### config.mk
export PLATFORM = sky130hd
export DESIGN_NAME = trap_dispatch
export DESIGN_NICKNAME = d
export VERILOG_FILES = /design/src/rtl/trap_dispatch_pkg.sv /design/src/rtl/trap_prio_pick.sv /design/src/rtl/trap_pend_bank.sv /design/src/rtl/trap_vec_calc.sv /design/src/rtl/trap_dispatch.sv
export SDC_FILE = /design/constraint.sdc
export NUM_CORES = 1
export LEC_CHECK = 0
export ABC_AREA = 1
export CORE_UTILIZATION = 45
export CTS_CLUSTER_DIAMETER = 50
export DETAILED_ROUTE_END_ITERATION = 8
export DONT_BUFFER_PORTS = 1
export PLACE_DENSITY = 0.72
export SYNTH_ARGS = -nofsm -noshare
export SYNTH_HDL_FRONTEND = slang
export SYNTH_SLANG_ARGS = --single-unit
### constraint.sdc
create_clock -name clk -period 3.1 [get_ports clk]
set_input_delay 0 -clock clk [delete_from_list [all_inputs] [get_ports clk]]
set_output_delay 0 -clock clk [all_outputs]
set_load 0.005 [all_outputs]
### src/rtl/trap_dispatch_pkg.sv
package trap_dispatch_pkg;
    localparam int unsigned TD_CLASSES = 8;
    localparam int unsigned TD_TIN_W   = 8;
    localparam int unsigned TD_ADDR_W  = 32;
    localparam int unsigned TD_SLOT_SH = 5;

    typedef enum logic {
        SRC_SYNC  = 1'b0,
        SRC_ASYNC = 1'b1
    } trap_src_e;
endpackage

### src/rtl/trap_prio_pick.sv
module trap_prio_pick #(
    parameter int unsigned N     = 8,
    localparam int unsigned IW   = (N > 1) ? $clog2(N) : 1
) (
    input  logic [N-1:0]  req,
    output logic          any,
    output logic [IW-1:0] idx
);
    always_comb begin
        any = |req;
        idx = '0;
        for (int i = N - 1; i >= 0; i--) begin
            if (req[i]) idx = IW'(i);
        end
    end
endmodule

### src/rtl/trap_pend_bank.sv
module trap_pend_bank #(
    parameter int unsigned N     = 8,
    parameter int unsigned TIN_W = 8,
    localparam int unsigned IW   = (N > 1) ? $clog2(N) : 1
) (
    input  logic             clk,
    input  logic             rst_n,
    input  logic [N-1:0]     req,
    input  logic [N*TIN_W-1:0] tin_in,
    input  logic             take,
    output logic             any,
    output logic [IW-1:0]    win_idx,
    output logic [TIN_W-1:0] win_tin
);
    typedef struct packed {
        logic [N-1:0]            pend;
        logic [N-1:0][TIN_W-1:0] tin;
    } bank_t;

    bank_t bank_d, bank_q;
    logic [N-1:0]            eff;
    logic [N-1:0][TIN_W-1:0] eff_tin;

    genvar g;
    generate
        for (g = 0; g < N; g++) begin : g_slot
            assign eff[g]     = bank_q.pend[g] | req[g];
            assign eff_tin[g] = bank_q.pend[g] ? bank_q.tin[g]
                                               : tin_in[g*TIN_W +: TIN_W];
        end
    endgenerate

    trap_prio_pick #(.N(N)) u_pick (
        .req (eff),
        .any (any),
        .idx (win_idx)
    );

    assign win_tin = eff_tin[win_idx];

    always_comb begin
        bank_d = bank_q;
        for (int i = 0; i < N; i++) begin
            if (eff[i] && !(take && (win_idx == IW'(i)))) begin
                bank_d.pend[i] = 1'b1;
                bank_d.tin[i]  = eff_tin[i];
            end else begin
                bank_d.pend[i] = 1'b0;
            end
        end
    end

    always_ff @(posedge clk) begin
        if (!rst_n) bank_q <= '0;
        else        bank_q <= bank_d;
    end
endmodule

### src/rtl/trap_vec_calc.sv
module trap_vec_calc #(
    parameter int unsigned ADDR_W  = 32,
    parameter int unsigned CLS_W   = 3,
    parameter int unsigned SLOT_SH = 5
) (
    input  logic [ADDR_W-1:0] base,
    input  logic [CLS_W-1:0]  cls,
    output logic [ADDR_W-1:0] addr
);
    logic [ADDR_W-1:0] offset;
    always_comb begin
        offset = ADDR_W'(cls) << SLOT_SH;
        addr   = base + offset;
    end
endmodule

### src/rtl/trap_dispatch.sv
module trap_dispatch
    import trap_dispatch_pkg::*;
#(
    parameter int unsigned NUM_CLASSES = TD_CLASSES,
    parameter int unsigned TIN_W       = TD_TIN_W,
    parameter int unsigned ADDR_W      = TD_ADDR_W,
    parameter int unsigned SLOT_SH     = TD_SLOT_SH,
    localparam int unsigned CLS_W      = (NUM_CLASSES > 1) ? $clog2(NUM_CLASSES) : 1
) (
    input  logic                       clk,
    input  logic                       rst_n,
    input  logic [NUM_CLASSES-1:0]     sync_req,
    input  logic [NUM_CLASSES*TIN_W-1:0] sync_tin,
    input  logic [NUM_CLASSES-1:0]     async_req,
    input  logic [NUM_CLASSES*TIN_W-1:0] async_tin,
    input  logic                       base_wr_en,
    input  logic [ADDR_W-1:0]          base_wr_data,
    output logic [ADDR_W-1:0]          base_out,
    output logic                       redirect,
    output logic [ADDR_W-1:0]          handler_addr,
    output logic [CLS_W-1:0]           trap_class,
    output logic                       trap_async,
    output logic                       d15_wr,
    output logic [ADDR_W-1:0]          d15_data
);
    localparam logic [ADDR_W-1:0] BASE_MASK = ~((ADDR_W'(1) << SLOT_SH) - ADDR_W'(1));

    typedef struct packed {
        logic [ADDR_W-1:0] base;
        logic              redirect;
        logic [ADDR_W-1:0] addr;
        logic [CLS_W-1:0]  cls;
        trap_src_e         src;
        logic [TIN_W-1:0]  tin;
    } disp_t;

    disp_t st_d, st_q;

    logic             s_any, a_any;
    logic [CLS_W-1:0] s_idx, a_idx;
    logic [TIN_W-1:0] s_tin, a_tin;
    logic             take_s, take_a;
    logic [CLS_W-1:0] sel_cls;
    logic [ADDR_W-1:0] sel_addr;

    assign take_s = s_any;
    assign take_a = a_any & ~s_any;

    trap_pend_bank #(.N(NUM_CLASSES), .TIN_W(TIN_W)) u_sync_bank (
        .clk     (clk),
        .rst_n   (rst_n),
        .req     (sync_req),
        .tin_in  (sync_tin),
        .take    (take_s),
        .any     (s_any),
        .win_idx (s_idx),
        .win_tin (s_tin)
    );

    trap_pend_bank #(.N(NUM_CLASSES), .TIN_W(TIN_W)) u_async_bank (
        .clk     (clk),
        .rst_n   (rst_n),
        .req     (async_req),
        .tin_in  (async_tin),
        .take    (take_a),
        .any     (a_any),
        .win_idx (a_idx),
        .win_tin (a_tin)
    );

    assign sel_cls = take_s ? s_idx : a_idx;

    trap_vec_calc #(.ADDR_W(ADDR_W), .CLS_W(CLS_W), .SLOT_SH(SLOT_SH)) u_vec (
        .base (st_q.base),
        .cls  (sel_cls),
        .addr (sel_addr)
    );

    always_comb begin
        st_d          = st_q;
        st_d.redirect = take_s | take_a;
        if (base_wr_en) st_d.base = base_wr_data & BASE_MASK;
        if (take_s | take_a) begin
            st_d.addr = sel_addr;
            st_d.cls  = sel_cls;
            st_d.src  = take_s ? SRC_SYNC : SRC_ASYNC;
            st_d.tin  = take_s ? s_tin : a_tin;
        end
    end

    always_ff @(posedge clk) begin
        if (!rst_n) st_q <= '0;
        else        st_q <= st_d;
    end

    assign base_out     = st_q.base;
    assign redirect     = st_q.redirect;
    assign handler_addr = st_q.addr;
    assign trap_class   = st_q.cls;
    assign trap_async   = (st_q.src == SRC_ASYNC);
    assign d15_wr       = st_q.redirect;
    assign d15_data     = ADDR_W'(st_q.tin);
endmodule

; Word-level counts from Yosys, hierarchy flattened
; Index checks and enable logic that the tools add are counted.
[totals]
latch_bits = 0
inputBits = 179
rom_bits = 0
ramBits = 0
register_bits = 216
output_inout_bits = 102
memories = 0
elab_cells = 167
[op_classes]
magnitude_cmp = 2
div_mod_pow = 0
bitwise_logic = 19
mux = 55
n_eq_ne = 14
n_mul = 0
n_shift = 0
n_reduce_logical = 52
add_sub_neg = 1
[op_table]
columns = operator, count
row1 = two-way mux 8 bit, 19
row2 = two-way mux 3 bit, 17
row3 = binary-select mux 8 bit (select 3 bit), 2
row4 = adder 32 x 8 -> 32 bit, 1
row5 = logical AND 1 bit, 32
row6 = "equality test 3 bit, second input constant", 8
row7 = two-way mux 1 bit, 17
row8 = OR 1 bit, 17
row9 = logical NOT 1 bit, 16
row10 = OR reduction 8 bit, 2
row11 = "equality test 3 x 2 -> 1 bit, second input constant", 4
row12 = "less-than comparator 3 x 4 -> 1 bit, second input constant", 2
row13 = "equality test 3 x 1 -> 1 bit, second input constant", 2
row14 = logical NOT 3 bit, 2
row15 = bitwise AND 1 bit, 1
row16 = NOT 1 bit, 1

; Longest topological paths before layout
; Gate-level depths: netlist of the first run.
[logic_depth]
depth_word = 14
ltp_mapped = 26
ltp_nobuf = 25

; By module
; A second synthesis of the first run with hierarchy kept.
[hier_totals]
hier_cells = 1960
area_unflattened_um2 = 11981.5
[modules_own_cells]
columns = mod, area_per_inst_um2, seq_area_each_um2, cells_each, n_inst
row1 = trap_pend_bank, 4012.6, 1441.4, 671, 2
row2 = trap_dispatch, 2831.5, 1441.4, 378, 1
row3 = trap_vec_calc, 927.1, 0.0, 196, 1
row4 = trap_prio_pick, 98.8, 0.0, 22, 2

; Least setup slack after synthesis of the first run
; OpenSTA, ideal clock, no wires.
[synth_path]
path_type = register to register
start = register u_sync_bank.bank_q[68] (netlist name)
end = register st_q, in the netlist handler_addr[31]
n_path_buf = 2
required_time_ns = 2.985
stages_incl_launch_ff = 26
period_less_slack_ns = 3.086
path_slack_ns = 0.014
arrival_time_ns = 2.971
setup_ns = 0.115
cell_sequence = dfxtp_1 > buf_2 > clkinv_2 > nand2_2 > inv_1 > nand2_1 > nand2_1 > nand2_1 > nand2_2 > nand2_2 > buf_2 > nand2_1 > ha_1 > fa_1 > nand2_1 > nand2_1 > nand2_1 > inv_1 > nand3_1 > nor2_1 > and3_1 > nand2_1 > nor2_1 > xor2_1 > o21ai_0 > inv_1
[synth_via]
elab_chain_len = 8
elab_cells_between_ends = 12
cone_classes = 1 x add/sub / 6 x mux / 4 x bitwise / 1 x reduce/logical
[synth_lines]
columns = element, line
row1 = start: declaration, trap_pend_bank.sv:20  ; bank_t bank_d, bank_q;
row2 = start signal: assignment, trap_pend_bank.sv:55  ; else bank_q <= bank_d;
row3 = OR 1 bit (*), trap_pend_bank.sv:27  ; assign eff[g] = bank_q.pend[g] | req[g];
row4 = two-way mux 3 bit (5 in a row), trap_prio_pick.sv:13  ; if (req[i]) idx = IW'(i);
row5 = two-way mux 3 bit (*), trap_dispatch.sv:71  ; assign sel_cls = take_s ? s_idx : a_idx;
row6 = via sel_cls[0], trap_dispatch.sv:43  ; logic [CLS_W-1:0] sel_cls;
row7 = adder 32 x 8 -> 32 bit (*), trap_vec_calc.sv:13  ; addr = base + offset;
row8 = end signal: assignment, trap_dispatch.sv:93  ; else st_q <= st_d;
row9 = end: declaration, trap_dispatch.sv:37  ; disp_t st_d, st_q;
; The timed path passes the listed nets; every way through them passes the cells marked *.
; A chain may end at the register's enable or synchronous reset.

; Worst setup path after layout of the first run
[layout_path]
start = register u_sync_bank.bank_q[70] (netlist name)
end = register st_q, in the netlist handler_addr[31]
[layout_via]
elab_chain_len = 10
elab_cells_between_ends = 14
cone_classes = 1 x add/sub / 8 x mux / 4 x bitwise / 1 x reduce/logical
[layout_lines]
columns = element, line
row1 = OR 1 bit (*), trap_pend_bank.sv:27
row2 = two-way mux 3 bit (7 in a row), trap_prio_pick.sv:13
row3 = two-way mux 3 bit (*), trap_dispatch.sv:71
row4 = via sel_cls[0], trap_dispatch.sv:43
row5 = adder 32 x 8 -> 32 bit (*), trap_vec_calc.sv:13
; Marked as above.

==> impl_metrics.json, run 1 <==
{
  "setup_ws_ps": 191,
  "avgViaCountPerCell": 5.28,
  "p_leak_nw": 6.55,
  "initial_utilization_pct": 46.4,
  "ys_seq_elements": 211,
  "final.min_clock_period_ps": 2910,
  "status": "finished, violations left",
  "final_area_mm2": 0.0147,
  "gp_congestion": 0.894,
  "cp.arrival_ps": 3350,
  "clk_pin_slew_ps": 60,
  "syn_to_final_growth_pct": 28.8,
  "ys_top_cells_by_area": "dfxtp_1 (37%), o21ai_0 (9.3%), nand2_1 (9.0%), a21oi_1 (7.9%), nor2_1 (6.4%)",
  "syn_avg_cell_area_um2": 6.73,
  "finalClockSkew_ps": 13.7,
  "clk_root_buffer_cell": "clkbuf_16",
  "synth_top_area_share_pct": 37.1,
  "clock_sinks": 211,
  "grt_pass1_wl_um": 56300,
  "drt_first_pass_iters": 6,
  "critPathRequiredTime_ps": 3540,
  "antenna_found_initial": 4,
  "syn_inst": 1690,
  "clock_path_buffers": 3,
  "io_buffers": 0,
  "synth_area_mm2": 0.0114,
  "holdWs_ps": -11.6,
  "die_area_mm2": 0.0259,
  "cap_violations": 0,
  "grt.total_usage_pct": 26.9,
  "critPathLaunchType": "register",
  "drt-total-wl_um": 36400,
  "irDropWorstVdd_mv": 0.461,
  "setup_tns_ps": 0,
  "rows": 57,
  "nets": 2062,
  "vias": 11800,
  "synth-edff-count": 0,
  "yosysWarnings": 0,
  "crit_path_frequent_cell": "nand2_1",
  "synthFlopType": "dfxtp_1",
  "end_kind": "register",
  "final_antenna_net_count": 0,
  "synth_top_area_cell": "dfxtp_1",
  "hpwl_um": 24600,
  "die_h_um": 161,
  "hold_class": "in2reg",
  "drive_gt1_share_pct": 9.75,
  "cts_tree": "done",
  "finalHoldViolations": 1,
  "violations": "negative hold slack",
  "slew_violations": 0,
  "htree_levels": 1,
  "synth-async-reset-ratio_pct": 0,
  "grt_start_max_net_pins": 178,
  "core-area_mm2": 0.0245,
  "final.period_utilization_pct": 93.8,
  "critPathKind": "reg2reg",
  "crit_slowest_cell": "dfxtp_1",
  "dp_slack_ps": 25.3,
  "drt_iter0_markers": 1128,
  "crit_family": "simple AND/OR/NAND/NOR gates",
  "wl_per_cell_um": 16.3,
  "crit_chain": "nor2_2 > nand2_1 > nor3_4 > inv_2 > nor2_8 > nand2_1 > nand2_1 > ha_2 > fa_2 > nand2_1 > nand2_1 > nand2_1 > inv_2 > nand3_2 > nor2_4 > and3_4 > nand2_1 > nor2_2 > xor2_1 > o21ai_1 > inv_1",
  "die_w_um": 161,
  "cts_inserted_buffers": 28,
  "cellPowerDensity_mw_per_mm2": 523,
  "worstMarginPinSlew_ps": 1130,
  "clkLatencyLatePin_ps": 550,
  "cp_num_buf_inv": 3,
  "setup_violations": 0,
  "grt_pass1_vias": 11000,
  "grt_overflow": 0,
  "synth_cell_types": 44,
  "slowest_delay_ps": 320,
  "clock.fmax_ghz": 0.344,
  "reg2reg_slack_ps": 190,
  "drc": 0,
  "cp_max_fo": 3,
  "worst_slew_margin_rel_pct": 24.1,
  "place_area_mm2": 0.0115,
  "ys_seq_area_share_pct": 37.1,
  "num_io_pins": 281
}
[where the power goes]
part,leakage (nW),internal (W),switching (W)
combinational,4.33,0.000522,0.000748
sequential,1.75,0.00293,0.000128
clock,0.465,0.00208,0.00126
[worst reg2reg max path: cells and delay by family, from the launching register on]
| kind | cells | cell delay [ps] |
|---|---|---|
| AOI/OAI and AO/OA | 1 | 120 |
| xor gates and xnor gates | 1 | 70 |
| adders and majority gates | 2 | 400 |
| buffers and inverters | 3 | 230 |
| DFF | 1 | 320 |
| and+or+nand+nor | 14 | 1690 |
[worst paths after layout]
check | from | end | cells after the start
hold reg to reg | u_sync_bank.bank_q[0] | u_sync_bank.bank_q[0] | 2
setup reg to reg | u_sync_bank.bank_q[70] | handler_addr[31] | 21
setup / recovery | u_sync_bank.bank_q[70] | handler_addr[31] | 21
hold / removal | async_req[1] | trap_class[0] | 6
[flip-flops by register name (all words and copies together) (netlist names)]
signal / flops
base_out: 27
trap_class: 3
d15_wr: 1
handler_addr: 27
u_async_bank.bank_q: 72
u_sync_bank.bank_q: 72
d15_data: 8
trap_async: 1
[cell usage after synthesis (3+ instances only)]
cell type,instances
buf_6,8
buf_2,23
mux2i_1,9
buf_4,42
inv_1,194
nand4_1,23
a21oi_2,3
nand2_1,272
xor2_1,16
nand2_2,13
o211ai_1,3
or2_2,3
nor2_8,5
ha_1,3
nor3_1,29
inv_2,12
nand3_1,127
nor2_4,5
a21oi_1,180
nor2_2,6
dfxtp_1,211
clkbuf_1,51
o21ai_0,211
o21ai_1,8
nor2_1,195
mux2_2,6
nand2_4,8
[cell usage in the layout, fill, tap and decap left out, types with 23 or more instances in the layout]
cell and instances:
clkbuf_16 28, dfxtp_1 210, dlygate4sd3_1 203, nor2_1 188
nand4_1 23, o21ai_0 209, a21oi_1 179, conb_1 35
inv_1 190, nand2_1 272, buf_4 44, nand3_1 126
nor3_1 26
[kinds of logic (layout without fill, tap and decap cells)]
family	after synthesis	after routing	synth area share [%]
simple gates	695	695	27.5
compound gates	414	414	18.9
buf+inv	332	506	13.1
flops	211	211	37.1
xor+xnor	18	18	1.39
mux	15	15	1.39
fa+ha+maj	4	4	0.506
other cells	1	40	0.0330
[timing repair]
item,4_1_cts,5_1_grt
setup buffers,0,2
endpoints found under the setup margin,0,16
endpoints found under the hold margin,197,1
hold buffers,203,1
gates resized for setup,0,30
[per-layer routing]
layer	track usage [%]	wire, um
met4	10.4	1160
met3	6.86	3280
met1	33.6	15000
met5	0	0
met2	44.5	16900
[final cells by class]
class	count	area (um^2)
Antenna cell	5	12.5
Fill cell	2237	9880
Inverter	208	782
Multi-Input combinational cell	1181	5870
Clock inverter	14	193
Sequential cell	211	4230
Timing Repair Buffer	249	2400
Tap cell	324	405
Clock buffer	35	767
[through the flow]
stage                     util (%)  cells  power (W)
final                         59.7   2227    0.00766
after global routing          59.7   2227    0.00799
after CTS                     59.2   2219    0.00765
after detailed placement      47.0   1967    0.00406
after global placement        47.0   1967    0.00403
after floorplan                  -   1724    0.00388
(Power assumes the default switching activity.)
==> run 2: changes to the inputs <==
--- a/config.mk
+++ b/config.mk
@@ -11,6 +11,7 @@
 export DETAILED_ROUTE_END_ITERATION = 8
 export DONT_BUFFER_PORTS = 1
 export PLACE_DENSITY = 0.72
+export REMOVE_ABC_BUFFERS = 1
 export SYNTH_ARGS = -nofsm -noshare
 export SYNTH_HDL_FRONTEND = slang
 export SYNTH_SLANG_ARGS = --single-unit
==> impl_metrics.json, run 2 (synthesized netlist as in run 1, its figures left out) <==
{
  "numPlacedInstances": 1971,
  "critPathKind": "reg2reg",
  "drt-total-wl_um": 37400,
  "clkPwrFrac_pct": 44.8,
  "clock.fmax_ghz": 0.343,
  "reg2reg_slack_ps": 180,
  "final_cells": 2269,
  "cp_max_fo": 4,
  "clock_sinks": 211,
  "worstMarginPinSlew_ps": 686,
  "seqPwrFrac_pct": 38.7,
  "reg2reg_to": "handler_addr[28]",
  "cap_violations": 0,
  "grt.total_usage_pct": 28.2,
  "cp.arrival_ps": 3350,
  "crit_slowest_cell": "ha_1",
  "fillers": 2132,
  "status": "finished, final reports clean",
  "drc": 0,
  "final_area_mm2": 0.0151,
  "initial_utilization_pct": 46.4,
  "die_w_um": 161,
  "avgViaCountPerCell": 5.34,
  "grt_pass1_vias": 11700,
  "final_antenna_net_count": 0,
  "clock_path_buffers": 3,
  "vias": 12100,
  "antenna_found_initial": 6,
  "crit-reg2reg-launch": "u_sync_bank.bank_q[70]",
  "nets": 2097,
  "grt_overflow": 0,
  "hold_end": "trap_class[1]",
  "drt_first_pass_iters": 8,
  "irDropWorstVdd_mv": 0.490,
  "io_buffers": 0,
  "slowest_delay_ps": 330,
  "clkLatencyLatePin_ps": 550,
  "setup_violations": 0,
  "slew_violations": 0,
  "crit_chain": "nor2_2 > nand2_2 > nor3_4 > nor2_2 > inv_2 > o21ai_0 > buf_4 > ha_1 > nand3_1 > nand3_1 > inv_1 > nor2_1 > inv_1 > nor2_2 > inv_1 > nor2_1 > nand2_1 > xor2_1 > o21ai_0 > inv_1",
  "hold_depth": 5,
  "crit_path_frequent_cell": "inv_1",
  "hold_class": "in2reg",
  "final_common_cell": "nand2_1",
  "hpwl_um": 24500,
  "finalClockSkew_ps": 10.1,
  "critPathRequiredTime_ps": 3540,
  "end_kind": "register",
  "clk_pin_slew_ps": 60,
  "drt_iter0_markers": 882,
  "core-area_mm2": 0.0245,
  "syn_to_final_growth_pct": 32.4,
  "rows": 57,
  "finalHoldViolations": 0,
  "critPathLaunchType": "register",
  "place_area_mm2": 0.0116,
  "final.min_clock_period_ps": 2920,
  "cellPowerDensity_mw_per_mm2": 524,
  "p_switching_w": 0.00223,
  "rr_worst_depth": 20,
  "clk_root_buffer_cell": "clkbuf_16",
  "cts_inserted_buffers": 29,
  "internal_power_w": 0.00567,
  "p_comb_share_pct": 16.5,
  "p_leak_nw": 6.69,
  "grt_start_max_net_pins": 158,
  "final_cell_mix": "nand2_1 (269), dlygate4sd3_1 (232), dfxtp_1 (211)",
  "swShare_pct": 28.2,
  "num_io_pins": 281,
  "wl_per_cell_um": 16.5,
  "die_h_um": 161,
  "drive_gt1_share_pct": 10.0,
  "grt_pass1_wl_um": 58800,
  "hold_start": "sync_req[0]",
  "reg.largest.list": "u_async_bank.bank_q: 72 flops, u_sync_bank.bank_q: 72 flops",
  "gp_congestion": 0.933,
  "ff_latch_area_mm2": 0.00422,
  "die_area_mm2": 0.0259,
  "cts_tree": "done",
  "htree_levels": 1,
  "final.period_utilization_pct": 94.1,
  "worst_slew_margin_rel_pct": 54.3,
  "multi_input_area_mm2": 0.00588,
  "rsz0062_at_grt": "true"
}
-- run 2: cell count changes in the layout (fill, tap and decap cells not counted), sizes merged --
cell         previous run  this run
buf                    46        51
bufinv                  4         5
clkbuf                 35        32
clkinv                  8         9
clkinvlp                3         7
diode                   5         8
dlygate4sd3           203       232
inv                   207       209
-- run 2: layout make-up --
cell class / count / share of cell area, %
tap: 324 / 2.69
sequential: 211 / 28.0
timing repair buffer: 283 / 18.1
clock buffer: 32 / 5.02
inverter: 208 / 5.19
clock inverter: 22 / 1.80
antenna: 8 / 0.133
multi-input combinational: 1181 / 39.0
-- run 2: power by group through the flow --
stage	Clock (W)	Combinational, W	Sequential [W]
2_1_floorplan	0	0.000689	0.00309
3_3_place_gp	0	0.000916	0.00310
3_5_place_dp	0	0.000947	0.00311
4_1_cts	0.00357	0.00125	0.00305
5_1_grt	0.00369	0.00145	0.00308
6_report	0.00354	0.00130	0.00305
-- run 2: worst max-delay path, delay by kind of cell, from the launching register on --
family | cells | cell delay (ps)
DFF | 1 | 320
and+or+nand+nor | 10 | 1300
xor gates and xnor gates | 1 | 140
buffers and inverters | 6 | 480
AOI/OAI and AO/OA | 2 | 210
adders and majority gates | 1 | 330
-- run 2: worst max path at each step --
stage                             from          endpoint  depth (start not counted)
3_3_place_gp   u_async_bank.bank_q[67]  handler_addr[26]                         20
2_1_floorplan   u_sync_bank.bank_q[66]  handler_addr[31]                         20
4_1_cts        u_async_bank.bank_q[67]  handler_addr[26]                         20
6_report        u_sync_bank.bank_q[70]  handler_addr[28]                         20
3_5_place_dp   u_async_bank.bank_q[67]  handler_addr[26]                         20
5_1_grt         u_sync_bank.bank_q[70]  handler_addr[28]                         20
-- run 2: repair_timing --
item,CTS,global route
gates resized for setup,0,25
hold endpoints to repair,199,7
hold buffers,232,1
setup endpoints to repair,0,22
setup buffers,0,3
-- run 2: per-layer routing --
layer	global-route usage (%)	up-vias	part of all wire (%)	wire (um)
met5	0	-	0	0
li1	-	5891	-	-
met3	8.45	122	8.9	3330
met2	47.1	551	46	17200
met1	33.2	5558	40	15100
met4	12.5	0	4.6	1740
-- run 2: stage by stage --
| step | total power [W] | worst slack, ps | hold WS, ps | util (%) | setup TNS, ps |
|---|---|---|---|---|---|
| final | 0.00790 | 183 | 1.47 | 61.4 | 0 |
| after global routing | 0.00822 | -70.5 | 16.5 | 61.4 | -212 |
| after CTS | 0.00787 | 0.214 | 13.4 | 60.8 | 0 |
| after detailed placement | 0.00405 | 53.2 | 138 | 47.1 | 0 |
| after global placement | 0.00402 | 109 | 138 | 47.1 | 0 |
| after floorplan | 0.00378 | -683 | 97.6 | - | -7090 |
==> run 3: changes to the inputs <==
--- a/config.mk
+++ b/config.mk
@@ -10,7 +10,8 @@
 export CTS_CLUSTER_DIAMETER = 50
 export DETAILED_ROUTE_END_ITERATION = 8
 export DONT_BUFFER_PORTS = 1
-export PLACE_DENSITY = 0.72
+export MAX_ROUTING_LAYER = met4
+export PLACE_DENSITY = 0.7
 export REMOVE_ABC_BUFFERS = 1
 export SYNTH_ARGS = -nofsm -noshare
 export SYNTH_HDL_FRONTEND = slang
==> constraint.sdc (replaced) <==
create_clock -name clk -period 2.9 [get_ports clk]
set_input_delay 0 -clock clk [delete_from_list [all_inputs] [get_ports clk]]
set_output_delay 0 -clock clk [all_outputs]
set_load 0.005 [all_outputs]
==> impl_metrics.json, run 3 (synthesized netlist as in run 1, its figures left out) <==
{
  "status": "finished, violations left",
  "violations": "negative hold slack",
  "rr_worst_depth": 15,
  "critPathRequiredTime_ps": 3390,
  "grt_overflow": 0,
  "drt_first_pass_iters": 5,
  "num_io_pins": 281,
  "worstMarginPinSlew_ps": 699,
  "slew_violations": 0,
  "critPathLaunchType": "register",
  "cp_max_fo": 29,
  "finalHoldViolations": 2,
  "setup_violations": 0,
  "grt_pass1_vias": 12000,
  "crit_family": "buffers and inverters",
  "crit_path_frequent_cell": "nand2_1",
  "drt_iter0_markers": 947,
  "hpwl_um": 24700,
  "numPlacedInstances": 1987,
  "hold_depth": 5,
  "finalClockSkew_ps": 14.9,
  "setup_tns_ps": 0,
  "clock.fmax_ghz": 0.358,
  "drc": 0,
  "reg2reg_to": "u_sync_bank.bank_q[58]",
  "wl_per_cell_um": 17.0,
  "critPathKind": "reg2reg",
  "final_cell_mix": "nand2_1 (263), dlygate4sd3_1 (262), o21ai_0 (209), dfxtp_1 (209), inv_1 (189)",
  "cts_tree": "done",
  "hold_class": "in2reg",
  "slowest_delay_ps": 570,
  "end_kind": "register",
  "rows": 57,
  "grt_start_max_net_pins": 102,
  "drive_gt1_share_pct": 12.1,
  "nets": 2149,
  "final.min_clock_period_ps": 2800,
  "io_buffers": 0,
  "die_h_um": 161,
  "clk_root_buffer_cell": "clkbuf_16",
  "cap_violations": 0,
  "htree_levels": 1,
  "initial_utilization_pct": 46.4,
  "hold_start": "async_req[3]",
  "antenna_found_initial": 3,
  "clkLatencyLatePin_ps": 560,
  "crit-reg2reg-launch": "u_sync_bank.bank_q[69]",
  "drt-total-wl_um": 39500,
  "cellPowerDensity_mw_per_mm2": 563,
  "final_cells": 2318,
  "grt.total_usage_pct": 30.6,
  "rsz0062_at_grt": "true",
  "clock_sinks": 211,
  "hold_end": "u_async_bank.bank_q[67]",
  "grt_pass1_wl_um": 61500,
  "cts_inserted_buffers": 31,
  "gp_congestion": 0.919,
  "vias": 12400,
  "final_antenna_net_count": 0,
  "crit_chain": "inv_1 > nand2_2 > inv_1 > nand2_1 > nand2_1 > nand2_1 > nand2_1 > buf_6 > nor2_2 > nand2_4 > nand3_1 > nand2_1 > dlygate4sd3_1 > a21oi_1 > dlygate4sd3_1",
  "clock_path_buffers": 3,
  "reg.largest.list": "u_async_bank.bank_q: 72 flops, u_sync_bank.bank_q: 72 flops",
  "holdWs_ps": -19.8,
  "final_util_pct": 64.3,
  "die_area_mm2": 0.0259,
  "p_leak_nw": 7.06,
  "cp.arrival_ps": 3290,
  "worst_slew_margin_rel_pct": 53.4,
  "crit_slowest_cell": "dlygate4sd3_1",
  "final_common_cell": "nand2_1",
  "die_w_um": 161,
  "irDropWorstVdd_mv": 0.521,
  "core-area_mm2": 0.0245,
  "reg2reg_slack_ps": 100,
  "final.period_utilization_pct": 96.4,
  "clk_pin_slew_ps": 50,
  "syn_to_final_growth_pct": 38.6,
  "avgViaCountPerCell": 5.36,
  "cp_num_buf_inv": 5
}
==> run 3: cell count changes in the layout (fill, tap and decap cells not counted), moves of 4 or more <==
cell	before	now
nand2_1	269	263
nand2_2	16	20
buf_4	50	66
diode_2	8	3
nor2_1	190	185
dlygate4sd3_1	232	262
==> run 3: metal layers <==
| layer | global-route usage (%) | vias to the layer above | wire [um] |
|---|---|---|---|
| met5 | - | - | 0 |
| met4 | 12.6 | 0 | 1660 |
| met3 | 7.65 | 110 | 3540 |
| met2 | 50.3 | 583 | 18700 |
| met1 | 35.6 | 5737 | 15700 |
| li1 | - | 5988 | - |
==> run 3: where the power goes <==
part,internal [W],switching (W)
registers,0.00313,0.000143
logic,0.000660,0.000822
clock network,0.00264,0.00149
total,0.00643,0.00246
==> run 3: through the flow <==
step	hold slack (ps)	setup WS (ps)	power [W]	area, um^2
5_1_grt	-0.0994	-57.8	0.00923	15800
3_3_place_gp	126	-63.4	0.00431	11700
6_report	-19.8	104	0.00888	15800
2_1_floorplan	97.6	-883	0.00404	10800
3_5_place_dp	128	-114	0.00435	11700
4_1_cts	9.40	0.0386	0.00881	15500
==> run 3: worst max-delay path by stage <==
stage | start | depth (start not counted) | end
floorplan | u_sync_bank.bank_q[66] | 20 | handler_addr[31]
CTS | u_sync_bank.bank_q[70] | 24 | handler_addr[26]
detailed placement | u_async_bank.bank_q[66] | 19 | handler_addr[25]
global route | u_sync_bank.bank_q[69] | 22 | handler_addr[29]
global placement | u_sync_bank.bank_q[70] | 20 | handler_addr[25]
finish | u_sync_bank.bank_q[69] | 15 | u_sync_bank.bank_q[58]
==> run 3: timing repair <==
item	CTS	global route
hold buffers	261	2
hold endpoints to repair	198	3
gates resized for setup	10	54
setup buffers	2	5
endpoints found under the setup margin	10	33
pin swaps	2	17
==> run 3: cell type report <==
| type | instances | area (um^2) |
|---|---|---|
| clock buffers | 38 | 852 |
| flip-flops and latches | 211 | 4230 |
| repair buffers | 333 | 3200 |
| diodes | 3 | 7.51 |
| fillers | 2023 | 8760 |
| well taps | 324 | 405 |
| multi-input cells | 1181 | 6010 |
| inverters | 208 | 788 |
| clock inverters | 20 | 287 |
==> run 3: tightest hold or removal path: stages <==
cell,delay [ps]
nor2_2,30
inv_2,100
buf_4,130
o21ai_4,120
nor2_1,110
